[src/rtl/thermal_pkg.sv]
package thermal_pkg;
  typedef enum logic {
    MODE_FULL  = 1'b0,
    MODE_GATED = 1'b1
  } run_mode_e;
endpackage

[src/rtl/thr_trip_detect.sv]
module thr_trip_detect #(
  parameter int TEMP_W        = 8,
  parameter int THROTTLE_TEMP = 85,
  parameter int CRIT_TEMP     = 105
) (
  input  logic              clk,
  input  logic              rst,
  input  logic              valid_i,
  input  logic [TEMP_W-1:0] temp_i,
  input  logic              sw_req_i,
  output logic              throttle_o,
  output logic              shutdown_o
);
  localparam logic [TEMP_W-1:0] THR_L  = TEMP_W'(THROTTLE_TEMP);
  localparam logic [TEMP_W-1:0] CRIT_L = TEMP_W'(CRIT_TEMP);

  logic trip_q, trip_d, throttle_q, shutdown_q;

  always_comb begin
    trip_d = trip_q;
    if (valid_i) trip_d = (temp_i >= THR_L);
  end

  always_ff @(posedge clk) begin
    if (rst) begin
      trip_q     <= 1'b0;
      throttle_q <= 1'b0;
      shutdown_q <= 1'b0;
    end else begin
      trip_q     <= trip_d;
      throttle_q <= sw_req_i | trip_d;
      if (valid_i && temp_i >= CRIT_L) shutdown_q <= 1'b1;
    end
  end

  assign throttle_o = throttle_q;
  assign shutdown_o = shutdown_q;

  AST_SHUTDOWN_HOLD: assert property (@(posedge clk) disable iff (rst)
    shutdown_q |=> shutdown_q);
  AST_CRIT_SETS: assert property (@(posedge clk) disable iff (rst)
    (valid_i && temp_i >= CRIT_L) |=> shutdown_q);
  AST_SW_FORCES: assert property (@(posedge clk) disable iff (rst)
    sw_req_i |=> throttle_q);
endmodule

[src/rtl/thr_duty_calc.sv]
module thr_duty_calc #(
  parameter int TEMP_W = 8,
  parameter int COEF_W = 8,
  parameter int PERIOD = 100,
  localparam int DUTY_W = $clog2(PERIOD + 1)
) (
  input  logic                     clk,
  input  logic                     rst,
  input  logic                     valid_i,
  input  logic        [TEMP_W-1:0] temp_i,
  input  logic        [TEMP_W-1:0] target_i,
  input  logic signed [COEF_W-1:0] coef_slope_i,
  input  logic signed [COEF_W-1:0] coef_error_i,
  output logic        [DUTY_W-1:0] duty_o
);
  localparam int DIFF_W = TEMP_W + 1;
  localparam int SUM_W  = COEF_W + DIFF_W + 3;
  localparam logic signed [SUM_W-1:0] MAX_S = SUM_W'(PERIOD);

  logic [TEMP_W-1:0] prev_q;
  logic              seen_q;
  logic [DUTY_W-1:0] duty_q;

  logic        [TEMP_W-1:0] prev_eff;
  logic signed [DIFF_W-1:0] slope, err;
  logic signed [SUM_W-1:0]  delta, cand;
  logic        [DUTY_W-1:0] duty_next;

  always_comb begin
    prev_eff  = seen_q ? prev_q : temp_i;
    slope     = $signed({1'b0, temp_i}) - $signed({1'b0, prev_eff});
    err       = $signed({1'b0, temp_i}) - $signed({1'b0, target_i});
    delta     = SUM_W'(coef_slope_i) * SUM_W'(slope)
              + SUM_W'(coef_error_i) * SUM_W'(err);
    cand      = $signed({{(SUM_W-DUTY_W){1'b0}}, duty_q}) - delta;
    if (cand < 0)          duty_next = '0;
    else if (cand > MAX_S) duty_next = DUTY_W'(PERIOD);
    else                   duty_next = cand[DUTY_W-1:0];
  end

  always_ff @(posedge clk) begin
    if (rst) begin
      prev_q <= '0;
      seen_q <= 1'b0;
      duty_q <= DUTY_W'(PERIOD);
    end else if (valid_i) begin
      prev_q <= temp_i;
      seen_q <= 1'b1;
      duty_q <= duty_next;
    end
  end

  assign duty_o = duty_q;

  AST_DUTY_BOUND: assert property (@(posedge clk) disable iff (rst)
    duty_q <= DUTY_W'(PERIOD));
  AST_DUTY_HOLD: assert property (@(posedge clk) disable iff (rst)
    !valid_i |=> $stable(duty_q));
  AST_PREV_HOLD: assert property (@(posedge clk) disable iff (rst)
    !valid_i |=> $stable(prev_q));
endmodule

[src/rtl/thr_gate_pattern.sv]
module thr_gate_pattern
  import thermal_pkg::*;
#(
  parameter int PERIOD = 100,
  localparam int DUTY_W = $clog2(PERIOD + 1),
  localparam int PH_W   = $clog2(PERIOD)
) (
  input  logic              clk,
  input  logic              rst,
  input  logic              throttle_i,
  input  logic [DUTY_W-1:0] duty_i,
  output logic              clk_en_o
);
  localparam logic [PH_W-1:0] LAST_PH = PH_W'(PERIOD - 1);

  logic [PH_W-1:0] phase_q;
  logic            en_q;
  run_mode_e       mode;

  assign mode = throttle_i ? MODE_GATED : MODE_FULL;

  always_ff @(posedge clk) begin
    if (rst) begin
      phase_q <= '0;
      en_q    <= 1'b1;
    end else begin
      phase_q <= (phase_q == LAST_PH) ? '0 : phase_q + 1'b1;
      en_q    <= (mode == MODE_FULL) || (DUTY_W'(phase_q) < duty_i);
    end
  end

  assign clk_en_o = en_q;

  AST_FULL_RUN: assert property (@(posedge clk) disable iff (rst)
    !throttle_i |=> en_q);
  AST_PHASE_WRAP: assert property (@(posedge clk) disable iff (rst)
    (phase_q == LAST_PH) |=> (phase_q == '0));
  AST_ZERO_DUTY: assert property (@(posedge clk) disable iff (rst)
    (throttle_i && duty_i == '0) |=> !en_q);
endmodule

[src/rtl/thermal_throttle_ctrl.sv]
module thermal_throttle_ctrl #(
  parameter int TEMP_W        = 8,
  parameter int COEF_W        = 8,
  parameter int PERIOD        = 100,
  parameter int THROTTLE_TEMP = 85,
  parameter int CRIT_TEMP     = 105,
  localparam int DUTY_W = $clog2(PERIOD + 1)
) (
  input  logic                     clk,
  input  logic                     rst,
  input  logic                     sample_valid_i,
  input  logic        [TEMP_W-1:0] sample_temp_i,
  input  logic        [TEMP_W-1:0] target_temp_i,
  input  logic signed [COEF_W-1:0] coef_slope_i,
  input  logic signed [COEF_W-1:0] coef_error_i,
  input  logic                     sw_throttle_i,
  output logic                     clk_en_o,
  output logic        [DUTY_W-1:0] duty_o,
  output logic                     throttle_o,
  output logic                     shutdown_o
);
  logic [DUTY_W-1:0] duty_w;
  logic              throttle_w;

  thr_trip_detect #(
    .TEMP_W(TEMP_W), .THROTTLE_TEMP(THROTTLE_TEMP), .CRIT_TEMP(CRIT_TEMP)
  ) u_trip (
    .clk(clk), .rst(rst), .valid_i(sample_valid_i), .temp_i(sample_temp_i),
    .sw_req_i(sw_throttle_i), .throttle_o(throttle_w), .shutdown_o(shutdown_o)
  );

  thr_duty_calc #(
    .TEMP_W(TEMP_W), .COEF_W(COEF_W), .PERIOD(PERIOD)
  ) u_duty (
    .clk(clk), .rst(rst), .valid_i(sample_valid_i), .temp_i(sample_temp_i),
    .target_i(target_temp_i), .coef_slope_i(coef_slope_i),
    .coef_error_i(coef_error_i), .duty_o(duty_w)
  );

  thr_gate_pattern #(
    .PERIOD(PERIOD)
  ) u_gate (
    .clk(clk), .rst(rst), .throttle_i(throttle_w), .duty_i(duty_w),
    .clk_en_o(clk_en_o)
  );

  assign duty_o     = duty_w;
  assign throttle_o = throttle_w;
endmodule

[config.mk]
export PLATFORM = sky130hd
export DESIGN_NAME = thermal_throttle_ctrl
export DESIGN_NICKNAME = d
export VERILOG_FILES = /design/src/rtl/thermal_pkg.sv /design/src/rtl/thr_trip_detect.sv /design/src/rtl/thr_duty_calc.sv /design/src/rtl/thr_gate_pattern.sv /design/src/rtl/thermal_throttle_ctrl.sv
export SDC_FILE = /design/constraint.sdc
export NUM_CORES = 1
export LEC_CHECK = 0
export BUFFER_PORTS_ARGS = -buffer_cell sky130_fd_sc_hd__buf_2
export CAP_MARGIN = 0
export CORE_ASPECT_RATIO = 0.5
export CORE_MARGIN = 2
export CORE_UTILIZATION = 65
export DETAILED_ROUTE_END_ITERATION = 8
export GPL_ROUTABILITY_DRIVEN = 0
export PLACE_DENSITY_LB_ADDON = 0.08
export SYNTH_ARGS = -nofsm -noshare
export SYNTH_HDL_FRONTEND = slang
export SYNTH_SLANG_ARGS = --single-unit
[constraint.sdc]
create_clock -name clk -period 13.5 [get_ports clk]
set_input_delay 2.7 -clock clk [delete_from_list [all_inputs] [get_ports clk]]
set_output_delay 2.7 -clock clk [all_outputs]
set_load 0.01 [all_outputs]
=== Yosys cells after proc, flatten, opt, wreduce, memory -nomap -nowiden ===
Cells that the tools add are included.

* Equal/unequal tests: 1
* Bitwise logic cells: 2
* Order comparisons: 5
* Reductions and logical operators: 3
* $mul: 2
* Mux-type cells: 5
* $add $sub $neg: 5

{| class="wikitable"
|+ Operators by type and width
! operator !! count
|-
| $mul 8x9->17 || 2
|-
| $add 20x20->20 || 1
|-
| $gt 20x8->1 const B || 1
|-
| $lt 20x1->1 const B || 1
|-
| $sub 8x20->20 || 1
|-
| $sub 8x8->9 || 2
|-
| $ge 8x7->1 const B || 2
|-
| $mux 7 || 2
|-
| $mux 8 || 1
|-
| $add 7x1->7 const B || 1
|-
| $eq 7x7->1 const B || 1
|-
| $lt 7x7->1 || 1
|-
| $mux 1 || 2
|-
| $reduce_or 2->1 || 1
|-
| $logic_and 1x1->1 || 1
|-
| $logic_or 1x1->1 || 1
|-
| $not 1->1 || 1
|-
| $or 1x1->1 || 1
|}

* Bits in registers: 27
* Input bits: 36
* Output and inout bits: 10
* Logic and storage cells: 31

=== Logic depth before layout (Yosys ltp) ===
Gate-level depths: netlist of the first run.

* Depth in word-level cells: 8
* Gate-level depth with buffers: 39
* Depth with buffers taken out: 37

=== Modules after synthesis ===
A second synthesis of the first run with hierarchy kept.

* Cell total of the unflattened synthesis: 995
* Area, all modules: 8837.2 um^2

{| class="wikitable"
|+ Modules (own cells, without submodules)
! module !! area an instance (um^2) !! sequential area each (um^2) !! times used !! cells an instance
|-
| thr_duty_calc || 8191.6 || 320.3 || 1 || 922
|-
| thr_gate_pattern || 493.0 || 160.2 || 1 || 56
|-
| thr_trip_detect || 152.6 || 60.1 || 1 || 17
|}

=== Worst setup path after synthesis of the first run ===
OpenSTA, ideal clock, no wires.

* Path kind: in2reg
* From: in sample_temp_i[0]
* To: reg u_duty.duty_q[2] (netlist: u_duty.duty_o[2])
* Setup time: 128 ps
* Data required time: 13372 ps
* Stages on the path: 35
* Arrival: 10254 ps
* Setup slack: 3118 ps
* Buffers on the path: 1
* Path through: inv_1 > ha_1 > fa_1 > nor2b_1 > o21ai_0 > nand2b_1 > a21o_1 > a21o_1 > xor2_1 > nand2_1 > fa_1 > inv_1 > fa_1 > fa_1 > inv_1 > fa_1 > inv_1 > ha_1 > or2_2 > a41oi_1 > nor2_1 > o21a_1 > o41a_1 > xnor2_1 > ha_1 > ha_1 > buf_2 > a21o_1 > a31oi_1 > o22ai_1 > a221oi_1 > nand3_1 > or4_4 > nor4_4 > a21oi_1

* Cells in the longest elaborated chain, start to end: 8
* Elaborated cells between the ends (all ways): 11
* Those cells by class: add/sub (4); mul (2); order compare (2); mux (3)

{| class="wikitable"
|+ RTL lines
! element !! RTL line !! RTL
|-
| start, declared || thermal_throttle_ctrl.sv:12 || <nowiki>input logic [TEMP_W-1:0] sample_temp_i,</nowiki>
|-
| $mux 8 || thr_duty_calc.sv:30 || <nowiki>prev_eff = seen_q ? prev_q : temp_i;</nowiki>
|-
| $sub 8x8->9 || thr_duty_calc.sv:31 || <nowiki>slope = $signed({1'b0, temp_i}) - $signed({1'b0, prev_eff});</nowiki>
|-
| $mul 8x9->17 || thr_duty_calc.sv:33 || <nowiki>delta = SUM_W'(coef_slope_i) * SUM_W'(slope)</nowiki>
|-
| $add 20x20->20 (*) || thr_duty_calc.sv:34 || <nowiki>+ SUM_W'(coef_error_i) * SUM_W'(err);</nowiki>
|-
| $sub 8x20->20 (*) || thr_duty_calc.sv:35 || <nowiki>cand = $signed({{(SUM_W-DUTY_W){1'b0}}, duty_q}) - delta;</nowiki>
|-
| $gt 20x8->1 || thr_duty_calc.sv:37 || <nowiki>else if (cand > MAX_S) duty_next = DUTY_W'(PERIOD);</nowiki>
|-
| $mux 7 || thr_duty_calc.sv:37 ||
|-
| $mux 7 (*) || thr_duty_calc.sv:36 || <nowiki>if (cand < 0) duty_next = '0;</nowiki>
|-
| end signal, assigned || thr_duty_calc.sv:45 || <nowiki>duty_q <= DUTY_W'(PERIOD);</nowiki>
|-
| end signal, assigned || thr_duty_calc.sv:49 || <nowiki>duty_q <= duty_next;</nowiki>
|-
| end, declared || thr_duty_calc.sv:22 || <nowiki>logic [DUTY_W-1:0] duty_q;</nowiki>
|}

Mark *: on every way between the ends. The rest lies on a longest branch, timed or not.
A chain may end at the register's enable or synchronous reset.

=== Final worst setup path of the first run ===
* From: in sample_temp_i[0]
* To: reg u_duty.duty_q[6] (netlist: u_duty.duty_o[6])

Same word-level chain as after synthesis.

==> results_dict.tcl, run 1 <==
set metrics [dict create \
    status "finished, final reports clean" \
    clockRootBuffer "clkbuf_16" \
    place_hpwl_um 16400 \
    ioPinCount 46 \
    syn_area_per_cell_um2 8.52 \
    grt.total_usage_pct 28.8 \
    htreeDepth 1 \
    post-route-period-util_pct 82.2 \
    drc 0 \
    grt_setup_unrepaired "false" \
    grt_max_degree 17 \
    synth_nets 1293 \
    synth_edf_count 0 \
    antenna_found_initial 0 \
    cpMostUsedCell "fa_1" \
    first_iter_violations 333 \
    ant_nets 0 \
    path_max_fanout 9 \
    fmax_mhz 90.1 \
    worst-path-buf-inv 5 \
    finalNetCount 1329 \
    crit_required_ps 13640 \
    endpoint_kind "flip-flop" \
    num_antenna_cells 0 \
    rows 29 \
    setup_viol 0 \
    async_flop_share_pct 0 \
    synth_ff_type "dfxtp_1" \
    yosysSeqAreaShare_pct 6.27 \
    slew_headroom_pct 35.8 \
    wl_per_cell_um 15.6 \
    clk_path_buf_depth 2 \
    die_w_um 167 \
    period_minus_slack_ps 11100 \
    max_stage_delay_ps 540 \
    dieArea_mm2 0.0143 \
    drive_gt1_share_pct 6.31 \
    wl_um 19000 \
    syn2layout_area_growth_pct 5.33 \
    hold_viol_final 0 \
    port_buffers 45 \
    initial_utilization_pct 67.3 \
    crit_slowest_cell "fa_1" \
    critical_path.top_delay_family "adder cells" \
    cp-start-kind "primary input" \
    synth_cells 1011 \
    cts_setup_buffers 0 \
    vias 6691 \
    cts_sinks 27 \
    postCtsHoldBufs 0 \
    maxSlewViolCount 0 \
    cts_inserted_buffers 3 \
    maxCapViolCount 0 \
    grt_pass1_wl_um 33200 \
    fin_worst_skew_ps 2.30 \
    cts_tree "built" \
    clk_latency_ps 260 \
    core_area_mm2 0.0128 \
    ys_warn_count 0 \
    synth-seq-cells 27 \
    via_per_inst 5.50 \
    critPathArrivalTime_ps 11250 \
    cts_resized 0 \
    tightestPinTransition_ps 956 \
    die_h_um 85.4 \
    clk_pin_slew_ps 70 \
    setup_tns_ps 0 \
    hold_path.class "reg2reg" \
    grt_overflow 0 \
    first_global_vias 6813 \
    worstSetupPathType "in2reg" \
    syn-cell-area_mm2 0.00862 \
    dr.pass1.iters 5 \
    ys_types 56 \
]
Yosys cell counts, drive strengths merged (2+ instances only):
cell type    n  area, um^2
inv        226         848
fa         131        2620
ha         115        1440
and2        70         438
nand2       58         218
nor2        52         195
a21oi       43         219
xnor2       34         298
nor2b       33         206
o21ai       33         165
xor2        28         245
dfxtp       27         541
a21o        16         120
mux2i       15         150
nand2b      14        87.6
nor3        14        70.1
o21a        12        90.1
clkbuf      10        37.5
o22ai       10        76.3
nand3        9        45.0
o21bai       6        45.0
or3          6        37.5
buf          4        23.8
mux2         4        45.0
o31a         4        35.0
a31oi        3        18.8
nor4         3        33.8
nor4b        3        26.3
or2          3        18.8
a211oi       2        15.0
a21boi       2        15.0
a221oi       2        23.8
nand4        2        12.5
o211ai       2        15.0
or4          2        22.5
state kept, by name, indices dropped and copies added, names as in the netlist:
register	cells
u_gate.phase_q	7
u_trip.throttle_o	1
u_duty.duty_o	7
u_duty.seen_q	1
u_duty.prev_q	8
u_gate.clk_en_o	1
u_trip.shutdown_o	1
u_trip.trip_q	1
cell usage in the layout (no fill, tap or decap), drive strengths merged, types with 33 or more instances in the layout:
cell type / instances
ha: 115
xnor2: 34
nor2: 52
o21ai: 33
a21oi: 43
nand2: 58
inv: 226
fa: 131
and2: 70
nor2b: 33
buf: 45
cell families after synthesis:
family / share of synthesized area, %
xor+xnor: 6.30
compound gates: 10.7
fa+ha+maj: 47.1
mux: 2.26
buf+inv: 10.6
simple gates: 16.8
flops: 6.27
metal layers:
layer | vias up | track usage [%] | wire length [um]
met2 | 181 | 45.7 | 8250
met3 | 12 | 3.54 | 1200
met4 | 0 | 4.31 | 125
met1 | 3244 | 43.4 | 9450
li1 | 3254 | - | -
met5 | - | 0 | 0
metrics by stage:
stage	setup slack [ps]	util (%)	hold WS, ps	std cells	cell area [um^2]
finish	2400	70.9	473	1216	9080
global route	1660	70.9	484	1216	9080
CTS	2420	70.9	457	1216	9080
detailed placement	2130	70.2	441	1212	8990
global placement	2350	70.2	440	1212	8990
floorplan	3120	-	437	1011	8620
path summary, 6_finish.rpt:
kind                          start               end  slack (ps)  cells after the start
hold / removal    u_trip.throttle_o   u_gate.clk_en_o         470                      1
setup reg to reg      u_duty.seen_q  u_duty.duty_o[6]        4310                     35
setup / recovery   sample_temp_i[0]  u_duty.duty_o[6]        2400                     37
hold reg to reg   u_trip.throttle_o   u_gate.clk_en_o         470                      1
layout make-up:
cell class	count	area, um^2
clock buffer	3	75.1
clock inverter	1	7.51
fill	1050	3730
inverter	226	848
multi-input combinational	744	7170
sequential	27	541
tap	170	213
timing repair buffer	45	225
Power of run 1 is left out: the tool's default activity adds up to more than one toggle a clock period on the data nets, which glitch-free logic cannot reach.
==> inputs of run 2 (changes only) <==
--- a/config.mk
+++ b/config.mk
@@ -9,7 +9,7 @@
 export CAP_MARGIN = 0
 export CORE_ASPECT_RATIO = 0.5
 export CORE_MARGIN = 2
-export CORE_UTILIZATION = 65
+export CORE_UTILIZATION = 59
 export DETAILED_ROUTE_END_ITERATION = 8
 export GPL_ROUTABILITY_DRIVEN = 0
 export PLACE_DENSITY_LB_ADDON = 0.08
==> constraint.sdc (replaced) <==
create_clock -name clk -period 10 [get_ports clk]
set_input_delay 2 -clock clk [delete_from_list [all_inputs] [get_ports clk]]
set_output_delay 2 -clock clk [all_outputs]
set_load 0.01 [all_outputs]
==> run 2 against run 1 <==
First-iteration DRC count grew 12%. Critical path type unchanged. Clock skew grew 1.0 ps. Register-to-register slack worse by 2800 ps. Flip-flop and latch count unchanged.
==> results_dict.tcl, run 2 (synthesis results as in run 1) <==
set metrics [dict create \
    use_met1_pct 38.3 \
    grt.total_usage_pct 25.6 \
    post-route-period-util_pct 97.4 \
    first_iter_violations 372 \
    fill_cells 1238 \
    maxSlewViolCount 0 \
    rows 31 \
    cts_inserted_buffers 3 \
    via_per_inst 5.23 \
    setup_viol 0 \
    maxCapViolCount 0 \
    grt_pass1_wl_um 31700 \
    endpoint_kind "flip-flop" \
    vias 6808 \
    status "finished, final reports clean" \
    clk_latency_ps 260 \
    ioPinCount 46 \
    antenna_found_initial 0 \
    fin_area_mm2 0.00975 \
    regMostFlops "u_duty.prev_q" \
    worstSetupPathType "in2reg" \
    initial_utilization_pct 60.1 \
    path_max_fanout 7 \
    hold_path.class "reg2reg" \
    cts_sinks 27 \
    max_stage_delay_ps 580 \
    postCtsHoldBufs 0 \
    ff2ff_path_depth 34 \
    dr.pass1.iters 8 \
    tightestPinTransition_ps 615 \
    htreeDepth 1 \
    drc 0 \
    crit_slowest_cell "fa_1" \
    use_met3_pct 2.85 \
    die_h_um 89.5 \
    syn2layout_area_growth_pct 13.1 \
    ant_nets 0 \
    final_common_cell "inv_1" \
    cts_tree "built" \
    wl_um 19600 \
    cpMostUsedCell "fa_1" \
    slew_headroom_pct 58.8 \
    grt_overflow 0 \
    hold_depth 1 \
    finalNetCount 1386 \
    dp.cells 1289 \
    crit_required_ps 10140 \
    wl_per_cell_um 15.1 \
    cp-start-kind "primary input" \
    grt-busiest-layer "met2" \
    place_hpwl_um 17000 \
    fmax_mhz 103 \
    period_minus_slack_ps 9740 \
    clockRootBuffer "clkbuf_16" \
    die_w_um 175 \
    clk_pin_slew_ps 70 \
    num_antenna_cells 0 \
    port_buffers 45 \
    grt_max_degree 17 \
    layout_common_cells "inv_1, fa_1, ha_1, and2_1, nand2_1" \
    core_area_mm2 0.0144 \
    dieArea_mm2 0.0156 \
    drive_gt1_share_pct 14.4 \
    placed_area_mm2 0.00940 \
    hold_viol_final 0 \
    fin_worst_skew_ps 3.30 \
    first_global_vias 6508 \
    grt.met2_usage_pct 41.7 \
    largest_register_ffs 8 \
    critPathArrivalTime_ps 9890 \
    instances_no_fill 1301 \
    clk_path_buf_depth 2 \
]
run 2: worst max-delay path: cells and delay by family:
kind	cells	cell delay, ps
adders and majority gates	9	3570
and+or+nand+nor	7	1760
AOI/OAI and AO/OA	12	1700
buffers and inverters	7	600
xor gates and xnor gates	1	240
run 2: layout make-up:
class / instances / area [um^2] / area share, %
multi-input combinational: 744 / 7370 / 75.6
inverter: 226 / 851 / 8.73
timing repair buffer: 102 / 657 / 6.74
sequential: 27 / 541 / 5.54
tap: 198 / 248 / 2.54
clock buffer: 3 / 75.1 / 0.770
clock inverter: 1 / 7.51 / 0.0770
run 2: routing by layer:
metal | part of all wire (%) | routed length (um) | up-vias
li1 | - | - | 3369
met5 | 0 | 0 | -
met1 | 51 | 9990 | 3284
met2 | 44 | 8560 | 138
met4 | 0.80 | 157 | 0
met3 | 4.6 | 901 | 17
run 2: metrics by stage:
| step | setup slack, ps | util (%) | setup TNS, ps | hold slack, ps |
|---|---|---|---|---|
| 2_1_floorplan | 318 | - | 0 | 437 |
| 3_3_place_gp | -63.2 | 65.5 | -187 | 445 |
| 3_5_place_dp | -174 | 65.5 | -490 | 446 |
| 4_1_cts | 67.8 | 66.1 | 0 | 462 |
| 5_1_grt | -98.5 | 67.9 | -295 | 481 |
| 6_report | 257 | 67.9 | 0 | 463 |
run 2: path summary, 6_finish.rpt:
check / slack (ps) / start / end
hold reg to reg: 460 / u_trip.throttle_o / u_gate.clk_en_o
setup reg to reg: 1460 / u_duty.seen_q / u_duty.duty_o[5]
hold / removal: 460 / u_trip.throttle_o / u_gate.clk_en_o
setup / recovery: 260 / sample_temp_i[0] / u_duty.duty_o[5]
run 2: timing repair:
item | CTS | global route
buffers inserted | 0 | 8
endpoints found under the setup margin | 0 | 7
resized for setup | 0 | 51
Power of run 2 is left out for the same reason.
==> inputs of run 3 (changes only) <==
==> constraint.sdc (replaced) <==
create_clock -name clk -period 10 [get_ports clk]
set_input_delay 1.5 -clock clk [delete_from_list [all_inputs] [get_ports clk]]
set_output_delay 1.5 -clock clk [all_outputs]
set_load 0.01 [all_outputs]
==> run 3 against run 2 <==
Clock-buffer cell count unchanged. Largest cell class unchanged. Via count down 2.5%. Highest routed layer unchanged. Register-to-register slack got worse by 200 ps. Sequential share of layout area rose by 0.28 points. Fmax is 2.1% higher. Final cell count is 3.5% lower. Worst setup slack gained 200 ps. Global-route usage is 0.28 points lower.
==> results_dict.tcl, run 3 (synthesis results as in run 1) <==
set metrics [dict create \
    grt_pass1_wl_um 31600 \
    wl_um 19100 \
    layout_common_cells "inv_1, fa_1, ha_1, and2_1, nand2_1" \
    use_met3_pct 2.89 \
    hold_viol_final 0 \
    slew_headroom_pct 45.4 \
    die_w_um 175 \
    setup_viol 0 \
    grt.total_usage_pct 25.3 \
    cp-start-kind "primary input" \
    initial_utilization_pct 60.1 \
    grt_max_degree 17 \
    max_stage_delay_ps 540 \
    clk_latency_ps 260 \
    path_max_fanout 10 \
    period_minus_slack_ps 9540 \
    via_per_inst 5.29 \
    cts_inserted_buffers 3 \
    ff2ff_path_depth 33 \
    maxSlewViolCount 0 \
    crit_slowest_cell "or4_4" \
    finalNetCount 1340 \
    endpoint_kind "flip-flop" \
    clk_pin_slew_ps 70 \
    fin_area_mm2 0.00928 \
    maxCapViolCount 0 \
    use_met1_pct 38.3 \
    clockRootBuffer "clkbuf_16" \
    fill_cells 1273 \
    worstSetupPathType "in2reg" \
    fin_worst_skew_ps 4.62 \
    hold_depth 1 \
    tightestPinTransition_ps 814 \
    post-route-period-util_pct 95.4 \
    critical_path.top_delay_family "adder cells" \
    wl_per_cell_um 15.2 \
    largest_register_ffs 8 \
    grt.met2_usage_pct 40.8 \
    htreeDepth 1 \
    grt-busiest-layer "met2" \
    crit_cells 35 \
    rows 31 \
    drive_gt1_share_pct 8.33 \
    num_antenna_cells 0 \
    fmax_mhz 105 \
    regMostFlops "u_duty.prev_q" \
    worst-path-buf-inv 4 \
    first_iter_violations 424 \
    r2r_setup_slack_ps 1260 \
    status "finished, final reports clean" \
    antenna_found_initial 0 \
    drc 0 \
    dr.pass1.iters 5 \
    dieArea_mm2 0.0156 \
    vias 6640 \
    syn2layout_area_growth_pct 7.72 \
    first_global_vias 6455 \
    cpMostUsedCell "ha_1" \
    holdWs_ps 466 \
    crit_required_ps 10140 \
    clk_path_buf_depth 2 \
    setup_tns_ps 0 \
    die_h_um 89.5 \
    cts_tree "built" \
    core_area_mm2 0.0144 \
    postCtsHoldBufs 0 \
    final_common_cell "inv_1" \
    ant_nets 0 \
    port_buffers 45 \
    place_hpwl_um 16400 \
    placed_area_mm2 0.00907 \
    hold_path.class "reg2reg" \
    ioPinCount 46 \
    cts_sinks 27 \
    grt_overflow 0 \
    critPathArrivalTime_ps 9680 \
]
## run 3: layout make-up
type / count / area (um^2) / share of cell area, %
clock buffers: 3 / 75.1 / 0.809
repair buffers: 55 / 300 / 3.23
well taps: 198 / 248 / 2.67
multi-input cells: 745 / 7260 / 78.2
clock inverters: 1 / 7.51 / 0.0809
flip-flops and latches: 27 / 541 / 5.82
inverters: 226 / 848 / 9.14
## run 3: path summary, 6_finish.rpt
| path | startpoint | to |
|---|---|---|
| setup / recovery | sample_temp_i[0] | u_duty.duty_o[5] |
| setup reg to reg | u_duty.seen_q | u_duty.duty_o[5] |
| hold / removal | u_trip.throttle_o | u_gate.clk_en_o |
| hold reg to reg | u_trip.throttle_o | u_gate.clk_en_o |
## run 3: layer usage
metal | vias up | share of wire, %
li1 | 3276 | -
met1 | 3210 | 51
met2 | 148 | 44
met3 | 6 | 5.2
met4 | 0 | 0.36
met5 | - | 0
## run 3: worst register-to-register path, delay by kind of cell, from the launching register on
kind	cells	cell delay, ps
xor gates and xnor gates	1	210
and+or+nand+nor	7	1730
buffers and inverters	4	260
AOI/OAI and AO/OA	12	2000
adders and majority gates	9	3730
DFF	1	670
## run 3: timing repair
item	in CTS	in global routing
buffers inserted	0	4
resized for setup	0	14
setup endpoints to repair	0	7
## run 3: stage by stage
step | util [%] | setup slack [ps] | std cells
final | 64.7 | 461 | 1255
after global routing | 64.7 | -14.7 | 1255
after CTS | 63.8 | 208 | 1250
after detailed placement | 63.2 | -86.8 | 1246
after global placement | 63.2 | 106 | 1246
after floorplan | - | 818 | 1011
Power of run 3 is left out for the same reason.
